**src/rtl/dbuf_pkg.sv**
```systemverilog
package dbuf_pkg;

    parameter int unsigned DEF_WORD_W   = 16;
    parameter int unsigned DEF_SKEW_CYC = 4;

    // Control pins as sampled on one clock edge
    typedef struct packed {
        logic sel_n;
        logic load_n;
        logic xfer;
    } ctl_t;

    // Which source the back rank sees this edge
    typedef enum logic [1:0] {
        SRC_HOLD    = 2'd0,
        SRC_STORED  = 2'd1,
        SRC_THROUGH = 2'd2
    } back_src_t;

    function automatic logic front_is_open(ctl_t c);
        return (!c.sel_n) && (!c.load_n);
    endfunction

    function automatic back_src_t pick_src(ctl_t c);
        if (!c.xfer)          return SRC_HOLD;
        if (front_is_open(c)) return SRC_THROUGH;
        return SRC_STORED;
    endfunction

endpackage

```
**src/rtl/dbuf_front_rank.sv**
```systemverilog
module dbuf_front_rank
    import dbuf_pkg::*;
#(
    parameter int unsigned DATA_W = DEF_WORD_W
) (
    input  logic              clk,
    input  logic              rst,
    input  ctl_t              ctl,
    input  logic [DATA_W-1:0] bus_data,
    output logic              open_o,
    output logic [DATA_W-1:0] view_o
);
    logic [DATA_W-1:0] word_q;

    assign open_o = front_is_open(ctl);
    assign view_o = open_o ? bus_data : word_q;

    always_ff @(posedge clk) begin
        if (rst)         word_q <= '0;
        else if (open_o) word_q <= bus_data;
    end

    a_r1_front_load: assert property (@(posedge clk) disable iff (rst)
        open_o |=> word_q == $past(bus_data));
    a_r2_front_hold: assert property (@(posedge clk) disable iff (rst)
        !open_o |=> $stable(word_q));

endmodule

```
**src/rtl/dbuf_back_rank.sv**
```systemverilog
module dbuf_back_rank
    import dbuf_pkg::*;
#(
    parameter int unsigned DATA_W = DEF_WORD_W
) (
    input  logic              clk,
    input  logic              rst,
    input  back_src_t         src,
    input  logic [DATA_W-1:0] view_i,
    output logic [DATA_W-1:0] code_o
);
    logic [DATA_W-1:0] code_q;
    logic              rst_seen = 1'b0;

    always_ff @(posedge clk) begin
        if (rst)                  code_q <= '0;
        else if (src != SRC_HOLD) code_q <= view_i;
    end

    always_ff @(posedge clk) rst_seen <= rst;

    assign code_o = code_q;

    always @(negedge clk) begin
        if (rst_seen) a_r7_reset_zero: assert (code_q == '0);
    end

    a_r3_back_follow: assert property (@(posedge clk) disable iff (rst)
        (src != SRC_HOLD) |=> code_q == $past(view_i));
    a_r4_back_hold: assert property (@(posedge clk) disable iff (rst)
        (src == SRC_HOLD) |=> $stable(code_q));

endmodule

```
**src/rtl/dbuf_skew_monitor.sv**
```systemverilog
module dbuf_skew_monitor
    import dbuf_pkg::*;
#(
    parameter int unsigned SKEW_CYC = DEF_SKEW_CYC
) (
    input  logic clk,
    input  logic rst,
    input  logic open_i,
    input  logic xfer_i,
    output logic early_o
);
    localparam int unsigned CNT_W = $clog2(SKEW_CYC + 1);
    localparam logic [CNT_W-1:0] CNT_MAX = CNT_W'(SKEW_CYC);

    logic [CNT_W-1:0] gap_q;
    logic             xfer_d;
    logic             early_q;
    logic             rise;

    assign rise = xfer_i && !xfer_d;

    always_ff @(posedge clk) begin
        if (rst) begin
            gap_q   <= CNT_MAX;
            xfer_d  <= 1'b0;
            early_q <= 1'b0;
        end else begin
            xfer_d  <= xfer_i;
            early_q <= rise && (gap_q < CNT_MAX);
            if (open_i)              gap_q <= '0;
            else if (gap_q < CNT_MAX) gap_q <= gap_q + 1'b1;
        end
    end

    assign early_o = early_q;

    a_r8_single_pulse: assert property (@(posedge clk) disable iff (rst)
        early_q |=> !early_q);
    a_r9_needs_strobe: assert property (@(posedge clk) disable iff (rst)
        early_q |-> $past(xfer_i));
    a_r9_gap_bounded: assert property (@(posedge clk) disable iff (rst)
        gap_q <= CNT_MAX);

endmodule

```
**src/rtl/dbuf_dac_reg.sv**
```systemverilog
module dbuf_dac_reg
    import dbuf_pkg::*;
#(
    parameter int unsigned DATA_W   = DEF_WORD_W,
    parameter int unsigned SKEW_CYC = DEF_SKEW_CYC
) (
    input  logic              clk,
    input  logic              rst,
    input  logic [DATA_W-1:0] bus_data,
    input  logic              sel_n,
    input  logic              load_n,
    input  logic              xfer,
    output logic [DATA_W-1:0] code_out,
    output logic              early_xfer
);
    ctl_t              ctl;
    back_src_t         src;
    logic              front_open;
    logic [DATA_W-1:0] front_view;

    assign ctl = '{sel_n: sel_n, load_n: load_n, xfer: xfer};
    assign src = pick_src(ctl);

    dbuf_front_rank #(.DATA_W(DATA_W)) u_front (
        .clk(clk), .rst(rst), .ctl(ctl), .bus_data(bus_data),
        .open_o(front_open), .view_o(front_view)
    );

    dbuf_back_rank #(.DATA_W(DATA_W)) u_back (
        .clk(clk), .rst(rst), .src(src), .view_i(front_view),
        .code_o(code_out)
    );

    dbuf_skew_monitor #(.SKEW_CYC(SKEW_CYC)) u_mon (
        .clk(clk), .rst(rst), .open_i(front_open), .xfer_i(xfer),
        .early_o(early_xfer)
    );

    // both ranks open -> output is last edge's bus word
    a_r5_through: assert property (@(posedge clk) disable iff (rst)
        (!sel_n && !load_n && xfer) |=> code_out == $past(bus_data));

endmodule

```
**config.mk**
```make
export PLATFORM = sky130hd
export DESIGN_NAME = dbuf_dac_reg
export DESIGN_NICKNAME = d
export VERILOG_FILES = /design/src/rtl/dbuf_pkg.sv /design/src/rtl/dbuf_front_rank.sv /design/src/rtl/dbuf_back_rank.sv /design/src/rtl/dbuf_skew_monitor.sv /design/src/rtl/dbuf_dac_reg.sv
export SDC_FILE = /design/constraint.sdc
export NUM_CORES = 1
export LEC_CHECK = 0
export BUFFER_PORTS_ARGS = -buffer_cell sky130_fd_sc_hd__buf_4
export CAP_MARGIN = 5
export CORE_MARGIN = 2
export CORE_UTILIZATION = 55
export DETAILED_ROUTE_END_ITERATION = 10
export GPL_ROUTABILITY_DRIVEN = 0
export PLACE_DENSITY = 0.82
export REMOVE_ABC_BUFFERS = 1
export SYNTH_ARGS = -nofsm -noshare
export SYNTH_HDL_FRONTEND = slang
export SYNTH_SLANG_ARGS = --single-unit
```
**constraint.sdc**
```tcl
create_clock -name clk -period 1.9 [get_ports clk]
set_input_delay 0.38 -clock clk [delete_from_list [all_inputs] [get_ports clk]]
set_output_delay 0.38 -clock clk [all_outputs]
set_load 0.03 [all_outputs]
```
==> metrics.md, run 1 <==
| Metric | Value |
|---|---|
| Final setup violation count | 0 |
| Hold Startpoint | u_mon.xfer_d |
| Startpoint types | flip-flop |
| CTS resizes | 0 |
| Vias | 1170 |
| Clock root buffer master | clkbuf_4 |
| CTS tree | yes |
| Worst Path Class, Setup | flip-flop to primary output |
| Initial drt markers | 13 |
| Vias in the first global route | 1135 |
| VDD IR max | 0.680 mV |
| Drt pass-1 iters | 4 |
| Initial antenna violation count | 0 |
| Die area | 0.00316 sq mm |
| Min cycle time layout | 1250 ps |
| FF-to-FF Start | u_mon.gap_q[0] |
| P&R area growth vs syn | 19.3% |
| Status | finished clean |
| Chip width | 56.2 microns |
| M2 GR Usage | 34.3% |
| Place WS | 483 ps |
| Post-Syn Area | 0.00150 sq mm |
| Final hold viol count | 0 |
| R2R Path End | u_mon.gap_q[1] |
| GRT overflow | 0 |
| Antenna cells | 0 |
| Starting Density | 59.5% |
| #FFs+latches synth | 37 |
| Mapped Cells | 141 |
| # Max-Cap Violations | 0 |
| Area occupied by multi-input gates | 684 sq um |
| Clk_skew | 5.25 ps |
| First-pass GRT wire length | 4600 microns |
| Row cnt | 18 |
| R2R depth | 3 |
| Hold Path Sink | u_mon.early_o |
| RSZ-0062 raised after global routing | false |
| Largest delay share family, worst path | flip-flops |
| Synth Area per Inst | 10.6 sq um |
| Setup total negative slack | 0 ps |
| Routed wire length | 2800 microns |
| Worst-path cell chain | buf_4 |
| Largest net degree at the start of global routing | 37 |
| Layout Nets | 193 |
| Seq/Total Area, Yosys | 49.4% |
| Core box area | 0.00252 sq mm |
| Hold buffers post-CTS | 0 |
| Ports | 38 |
| # DRC | 0 |
| Post-CTS Setup Bufs | 0 |
| CP max-delay cell | dfxtp_1 |
| Share of cells above drive strength 1 | 39.5% |
| Most frequent cells in the layout | buf_4, dfxtp_1, nor2_1, a21oi_1 |
| CTS Buf Count | 5 |
| Leakage | 0.700 nW |
| Clk Latency, worst-skew pair | 330 ps |
| Dominant cells by area after synthesis | dfxtp_1, a311oi_2, or3b_4, a21oi_1, nor2_1 |
| Final WS setup | 654 ps |
| Clock Sinks | 37 |
| Tot GR Track Use | 18.6% |
| Yosys top cell by area | dfxtp_1 |
| CP max stage delay | 370 ps |
| Tightest Hold Check Type | flip-flop to flip-flop |
| Setup crit end kind | primary output |
| Hpwl dp | 1860 microns |
| # port buffers | 37 |
| Met1 Use GR | 19.7% |
| Post-synth top area share | 49.4% |
| CP required | 1520 ps |
| Critical path buffers and inverters | 1 |
| Slew Viols, Final | 0 |
| Most used routing layer | met2 |
| Rel. slew slack | 71.7% |
| Clock Path Buffers | 2 |
| Antenna Nets Post-Route | 0 |
| YS warnings | 0 |
| Final period util | 65.6% |
| Pwr Total | 1.46 mW |
| Max frequency | 0.802 GHz |
| Via density | 5.79 |
| Filler cell count | 205 |
| GRT met3 Usage | 4.19% |
| Flip-flop and latch area | 741 sq um |
| Routed wire per std cell | 13.9 microns |
| Reg-to-reg slack, setup | 940 ps |
| P per Cell Area | 818 mW/mm^2 |
| Worst-path clk slew | 100 ps |
| Htree depth | 2 |
| Synth cell types | 19 |
| Hold depth | 1 |
| Die height | 56.2 microns |
| Arrival @ worst endpoint | 870 ps |
| Critical path depth | 1 |
| Worst-Margin Slew | 424 ps |
| Crit path max fanout | 2 |
-- layout make-up --
class | instances | area share, %
clock buffers | 8 | 2.73
multi-input cells | 90 | 38.3
flip-flops and latches | 37 | 41.4
well taps | 30 | 2.10
repair buffers | 37 | 15.5
-- report_power, final --
part	internal [mW]	switching [mW]	leakage [nW]
logic	0.108	0.138	0.369
clock network	0.148	0.233	0.0265
registers	0.817	0.0196	0.304
total	1.07	0.391	0.700
-- state kept, by name, indices dropped and copies added, names as in the netlist --
| name | count |
|---|---|
| u_mon.gap_q | 3 |
| u_back.code_o | 16 |
| u_mon.early_o | 1 |
| u_mon.xfer_d | 1 |
| u_front.word_q | 16 |
-- per-stage QoR --
stage                     hold slack [ps]  utilization (%)  instances  instance area [sq um]
after floorplan                       372                -        127                   1430
after global placement                381             69.0        194                   1740
after detailed placement              395             69.0        194                   1740
after CTS                             400             70.9        202                   1790
after global routing                  418             70.9        202                   1790
final                                 400             70.9        202                   1790
-- cell families (layout without fill, tap and decap cells) --
group	count (synthesis)	count (layout)	share of synthesized area, %
AOI/OAI and AO/OA	49	49	25.9
and+or+nand+nor	38	38	17.6
DFF	37	37	49.4
buffers and inverters	14	45	5.00
adders and majority gates	1	1	0.834
xor gates and xnor gates	1	1	0.584
muxes	1	1	0.667
-- cell usage after synthesis --
master / n
dfxtp_1: 37
nor2_1: 18
a21oi_1: 16
a311oi_2: 13
o21ai_1: 13
or3b_4: 13
buf_2: 6
clkbuf_1: 6
a311oi_1: 3
o21ai_0: 3
or3b_1: 3
buf_6: 2
nor3_1: 2
ha_1: 1
mux2i_1: 1
nor2b_1: 1
nor3b_1: 1
o21bai_1: 1
xor2_1: 1
-- metal layers --
layer | share of wire, % | routed length, microns | vias to the layer above
li1 | - | - | 579
met1 | 42 | 1180 | 558
met2 | 52 | 1470 | 29
met3 | 4.3 | 121 | 4
met4 | 1.1 | 31 | 0
met5 | 0 | 0 | -
-- worst max-delay path by stage --
stage / from / endpoint / slack (ps)
2_1_floorplan: load_n / u_back.code_o[15] / 830
3_3_place_gp: load_n / u_back.code_o[1] / 560
3_5_place_dp: load_n / u_back.code_o[1] / 480
4_1_cts: u_back.code_o[0] / code_out[0] / 630
5_1_grt: u_back.code_o[2] / code_out[2] / 620
6_report: u_back.code_o[0] / code_out[0] / 650
No activity file was read; power rests on OpenSTA's default activity.
==> run 2: changes to the inputs <==
ABC_AREA = 1   (was unset)
CORE_UTILIZATION = 46   (was 55)
PLACE_DENSITY = 0.74   (was 0.82)
clock period = 1 ns   (was 1.9 ns; I/O delays follow)
==> run 2 against run 1 <==
  * The flow now finishes with violations (negative setup slack)
  * Core utilization fell by 8.3 points
  * Via count rose by 7.8%
  * Sequential power rose by 91%
  * Non-clock buffer count rose by 2
  * Setup slack got worse by 680 ps
  * Sequential share of layout area fell by 1.1 points
  * Die area rose by 15%
  * Power rose by 100%
==> metrics.md, run 2 <==
| Metric | Value |
|---|---|
| Clock root buffer master | clkbuf_4 |
| R2R depth | 5 |
| Commonest non-fill, non-tap cell in the layout | nand2_1 |
| Clock Path Buffers | 2 |
| Antenna Nets Post-Route | 0 |
| Clk Latency, worst-skew pair | 340 ps |
| Tightest Hold Check Type | input pin to flip-flop |
| Hold depth | 3 |
| Vias in the first global route | 1148 |
| Worst-path clk slew | 110 ps |
| Largest net degree at the start of global routing | 37 |
| Clk_skew | 1.69 ps |
| Dominant cells by area after synthesis | dfxtp_1, nand2_1, nor2_1, nand3_1, a21oi_1 |
| R2R Path End | u_mon.gap_q[1] |
| FF-to-FF Start | u_mon.gap_q[0] |
| Clock Sinks | 37 |
| # DRC | 0 |
| GRT overflow | 0 |
| Tot GR Track Use | 17.2% |
| YS warnings | 0 |
| Worst Path Class, Setup | flip-flop to primary output |
| Worst-path cell chain | buf_6 |
| Seq/Total Area, Yosys | 51.0% |
| Main synth FF type | dfxtp_1 |
| First-pass GRT wire length | 4580 microns |
| Starting Density | 47.9% |
| Count leader, synth | nand2_1 |
| # port buffers | 37 |
| Synth Area per Inst | 7.52 sq um |
| Core box area | 0.00303 sq mm |
| Hold buffers post-CTS | 0 |
| Status | complete, but fails checks |
| Vias | 1261 |
| Placed cells | 265 |
| Hpwl dp | 1720 microns |
| Post-layout util | 62.6% |
| Routed wire per std cell | 9.89 microns |
| P per Cell Area | 1560 mW/mm^2 |
| Layout Nets | 251 |
| VDD IR max | 0.905 mV |
| Largest delay share family, worst path | flip-flops |
| Chip width | 60.2 microns |
| Via density | 4.60 |
| Worst-Margin Slew | 371 ps |
| Antenna cells | 0 |
| Crit path max fanout | 2 |
| Post-Syn Area | 0.00145 sq mm |
| Mapped Cells | 193 |
| Final setup violation count | 13 |
| Yosys top cell by area | dfxtp_1 |
| #FFs+latches synth | 37 |
| Final hold viol count | 0 |
| Htree depth | 2 |
| Async SR Flop Fraction | 0% |
| Initial antenna violation count | 0 |
| RSZ-0062 raised after global routing | true |
| Initial drt markers | 30 |
| Reg-to-reg slack, setup | 80 ps |
| Die area | 0.00362 sq mm |
| Row cnt | 20 |
| Hold Startpoint | bus_data[6] |
| CP max stage delay | 360 ps |
| Most frequent cells in the layout | nand2_1, nor2_1, inv_1, buf_4, dfxtp_2 |
| Arrival @ worst endpoint | 820 ps |
| Rel. slew slack | 75.2% |
| CP max-delay cell | dfxtp_2 |
| CTS tree | yes |
| P&R area growth vs syn | 30.6% |
| Slew Viols, Final | 0 |
| Final WS setup | -24.1 ps |
| Max frequency | 0.976 GHz |
| Min cycle time layout | 1020 ps |
| Routed wire length | 2710 microns |
| Ports | 38 |
| Hold Path Sink | u_front.word_q[6] |
| CTS Buf Count | 5 |
| Critical path buffers and inverters | 1 |
| Post-synth top area share | 51.0% |
| Finished Layout Cells | 274 |
| Setup crit end kind | primary output |
| Final period util | 102% |
| Number of synthesized flops with an enable pin | 0 |
| Most frequent cells after synthesis | nand2_1, dfxtp_1, nor2_1, inv_1, nand3_1 |
| Startpoint types | flip-flop |
| Leakage | 0.967 nW |
| Drt pass-1 iters | 4 |
| # Max-Cap Violations | 0 |
| CP required | 800 ps |
| Die height | 60.2 microns |
| WHS | 137 ps |
| Failing checks | negative setup slack |
| Share of cells above drive strength 1 | 32.2% |
| Synth cell types | 18 |
-- run 2: cell types whose count changed after synthesis, sizes merged, moves of 2 or more --
cell | previous run | this run
a311oi | 16 | 0
buf | 8 | 10
clkbuf | 6 | 0
inv | 0 | 22
nand2 | 0 | 50
nand3 | 0 | 17
nor2 | 18 | 35
o21ai | 16 | 2
or3b | 16 | 0
-- run 2: layout make-up --
| cell class | count | area, sq um |
|---|---|---|
| Sequential cell | 37 | 764 |
| Inverter | 22 | 82.6 |
| Timing Repair Buffer | 39 | 369 |
| Multi-Input combinational cell | 124 | 554 |
| Tap cell | 44 | 55.1 |
| Clock buffer | 7 | 65.1 |
| Clock inverter | 1 | 5.00 |
| Fill cell | 288 | 1130 |
-- run 2: layer usage --
| layer | wire length, microns | global-route usage [%] | vias to the layer above |
|---|---|---|---|
| li1 | - | - | 666 |
| met1 | 1210 | 19.2 | 564 |
| met2 | 1310 | 28.7 | 26 |
| met3 | 141 | 6.71 | 5 |
| met4 | 44 | 7.62 | 0 |
| met5 | 0 | 0 | - |
-- run 2: kinds of logic after synthesis --
logic type | count (synthesis) | synth area share [%]
AOI/OAI and AO/OA | 18 | 6.21
xor gates and xnor gates | 1 | 0.604
adders and majority gates | 1 | 0.862
buffers and inverters | 32 | 10.8
DFF | 37 | 51.0
and+or+nand+nor | 104 | 30.5
-- run 2: how the worst max path moves through the flow --
stage	startpoint	to	cells after the start	slack, ps
global placement	load_n	u_back.code_o[8]	7	60
global route	u_back.code_o[12]	code_out[12]	1	-60
CTS	u_back.code_o[2]	code_out[2]	1	-30
finish	u_back.code_o[4]	code_out[4]	1	-20
detailed placement	load_n	u_back.code_o[14]	7	40
floorplan	u_mon.gap_q[0]	u_mon.gap_q[1]	5	110
-- run 2: through the flow --
step / total power, mW / worst slack (ps) / setup TNS [ps] / instance area [sq um]
5_1_grt: 3.13 / -63.5 / -863 / 1900
3_5_place_dp: 2.08 / 38.5 / 0 / 1730
6_report: 2.97 / -24.1 / -137 / 1900
2_1_floorplan: 1.87 / 112 / 0 / 1380
4_1_cts: 3.00 / -34.1 / -362 / 1890
3_3_place_gp: 2.07 / 55.2 / 0 / 1730
-- run 2: worst register-to-register path: stages (launching register included) --
cell	delay [ps]
dfxtp_2	340
ha_1	270
inv_1	30
o21ai_1	100
nand3_1	70
inv_1	50
-- run 2: what timing repair did --
| action | in CTS | in global routing |
|---|---|---|
| endpoints found under the hold margin | 0 | 0 |
| setup buffers | 0 | 1 |
| setup endpoints to repair | 17 | 18 |
| gates resized for setup | 34 | 3 |
-- run 2: power by group --
group	internal [mW]	total, mW	leakage (nW)	switching [mW]
Sequential	1.56	1.60	0.311	0.0426
Combinational	0.216	0.484	0.614	0.267
Clock	0.407	0.878	0.0413	0.470
Total	2.19	2.97	0.967	0.780
==> run 3: changes to the inputs <==
SETUP_SLACK_MARGIN = 0.3   (was unset)
==> run 3 against run 2 <==
  * The flow still finishes with violations (negative setup slack)
  * Core utilization grew 2.4 points
  * Critical path depth is the same
  * Register-to-register slack is essentially flat
  * Critical path type unchanged
==> metrics.md, run 3 (synthesis gave the netlist of run 2 again) <==
| Metric | Value |
|---|---|
| Status | complete, but fails checks |
| Failing checks | negative setup slack |
| Tightest Hold Check Type | input pin to flip-flop |
| Htree depth | 2 |
| Tot GR Track Use | 17.2% |
| # Max-Cap Violations | 0 |
| Placed cells | 265 |
| Ports | 38 |
| Critical path buffers and inverters | 1 |
| Flip-flop and latch area | 774 sq um |
| Clock Path Buffers | 2 |
| Row cnt | 20 |
| Power share of the clock group | 29.3% |
| Clk Latency, worst-skew pair | 330 ps |
| Clock Sinks | 37 |
| Antenna cells | 0 |
| Final setup violation count | 16 |
| Crit path max fanout | 2 |
| Core box area | 0.00303 sq mm |
| Critical path depth | 1 |
| Worst-Margin Slew | 377 ps |
| R2R Path End | u_mon.gap_q[1] |
| Final WS setup | -19.4 ps |
| Starting Density | 47.9% |
| Pwr Total | 2.99 mW |
| Vias | 1251 |
| Clock root buffer master | clkbuf_4 |
| CP required | 800 ps |
| Via density | 4.57 |
| Post-layout util | 65.0% |
| First-pass GRT wire length | 4580 microns |
| CTS tree | yes |
| Worst-path clk slew | 110 ps |
| Final period util | 102% |
| Rel. slew slack | 74.9% |
| Reg power frac | 53.9% |
| Vias in the first global route | 1146 |
| # DRC | 0 |
| Sw Pwr | 0.794 mW |
| Leakage | 0.974 nW |
| Chip width | 60.2 microns |
| Combinational Power Share | 16.8% |
| Max frequency | 0.981 GHz |
| Crit path from | u_back.code_o[4] |
| Clk_skew | 2.86 ps |
| Commonest non-fill, non-tap cell in the layout | nand2_1 |
| Hpwl dp | 1720 microns |
| Die height | 60.2 microns |
| GRT overflow | 0 |
| Switch share | 26.5% |
| Antenna Nets Post-Route | 0 |
| Routed wire per std cell | 10.0 microns |
| Worst Path Class, Setup | flip-flop to primary output |
| CTS Buf Count | 5 |
| Drt pass-1 iters | 4 |
| Share of cells above drive strength 1 | 41.7% |
| RSZ-0062 raised after global routing | true |
| CP max-delay cell | dfxtp_2 |
| Filler cell count | 286 |
| Startpoint types | flip-flop |
| VDD IR max | 0.893 mV |
| Arrival @ worst endpoint | 820 ps |
| Initial antenna violation count | 0 |
| Critical path destination | code_out[4] |
| Min cycle time layout | 1020 ps |
| Routed wire length | 2750 microns |
| Area occupied by multi-input gates | 613 sq um |
| Reg-to-reg slack, setup | 70 ps |
| Final hold viol count | 0 |
| # port buffers | 37 |
| Initial drt markers | 29 |
| P per Cell Area | 1520 mW/mm^2 |
| R2R depth | 5 |
| Most frequent cells in the layout | nand2_1, nor2_1, dfxtp_2, inv_1, buf_4 |
| Largest net degree at the start of global routing | 37 |
| Setup total negative slack | -172 ps |
| Finished Layout Cells | 274 |
| Setup crit end kind | primary output |
| Hold buffers post-CTS | 0 |
| Int Power | 2.20 mW |
| Layout Nets | 251 |
| Worst-path cell chain | buf_6 |
| CP max stage delay | 360 ps |
| Slew Viols, Final | 0 |
| FF-to-FF Start | u_mon.gap_q[0] |
| Die area | 0.00362 sq mm |
| Largest delay share family, worst path | flip-flops |
| P&R area growth vs syn | 35.6% |
[run 3: through the flow]
| stage | hold WS [ps] | setup WS, ps | cell area [sq um] |
|---|---|---|---|
| after floorplan | 269 | 112 | 1380 |
| after global placement | 373 | 55.2 | 1730 |
| after detailed placement | 382 | 38.5 | 1730 |
| after CTS | 127 | -34.1 | 1890 |
| after global routing | 121 | -63.3 | 1970 |
| final | 130 | -19.4 | 1970 |
[run 3: timing repair]
| item | CTS | global route |
|---|---|---|
| gates resized for setup | 40 | 23 |
| pin swaps | 0 | 23 |
| buffers inserted | 0 | 1 |
| endpoints found under the setup margin | 21 | 37 |
[run 3: layer usage]
layer | global-route usage [%] | share of wire (%) | up-vias
met5 | 0 | 0 | -
met4 | 7.62 | 1.5 | 0
met3 | 6.71 | 4.9 | 5
met2 | 28.7 | 48 | 26
met1 | 19.2 | 46 | 558
li1 | - | - | 662
[run 3: final cells by class]
type,count,share of cell area [%]
clock inverters,1,0.254
multi-input cells,124,31.2
flip-flops and latches,37,39.4
repair buffers,39,18.9
well taps,44,2.80
clock buffers,7,3.31
inverters,22,4.20
[run 3: how the worst min path moves through the flow]
stage / from / to / slack [ps] / cells past startpoint
floorplan: rst / u_front.word_q[0] / 270 / 1
global placement: u_mon.xfer_d / u_mon.early_o / 370 / 1
detailed placement: u_mon.xfer_d / u_mon.early_o / 380 / 1
CTS: bus_data[6] / u_front.word_q[6] / 130 / 3
global route: bus_data[11] / u_front.word_q[11] / 120 / 3
finish: bus_data[6] / u_front.word_q[6] / 130 / 3
[run 3: tightest hold or removal path: cells and delay by family]
family	cells	cell delay [ps]
AOI/OAI and AO/OA	1	60
buffers and inverters	1	110
and+or+nand+nor	1	70
[run 3: power groups by stage]
stage / clock network, mW / registers, mW / logic [mW]
3_3_place_gp: 0 / 1.62 / 0.451
3_5_place_dp: 0 / 1.62 / 0.457
5_1_grt: 0.979 / 1.62 / 0.553
6_report: 0.877 / 1.61 / 0.503
2_1_floorplan: 0 / 1.70 / 0.169
4_1_cts: 0.909 / 1.61 / 0.486
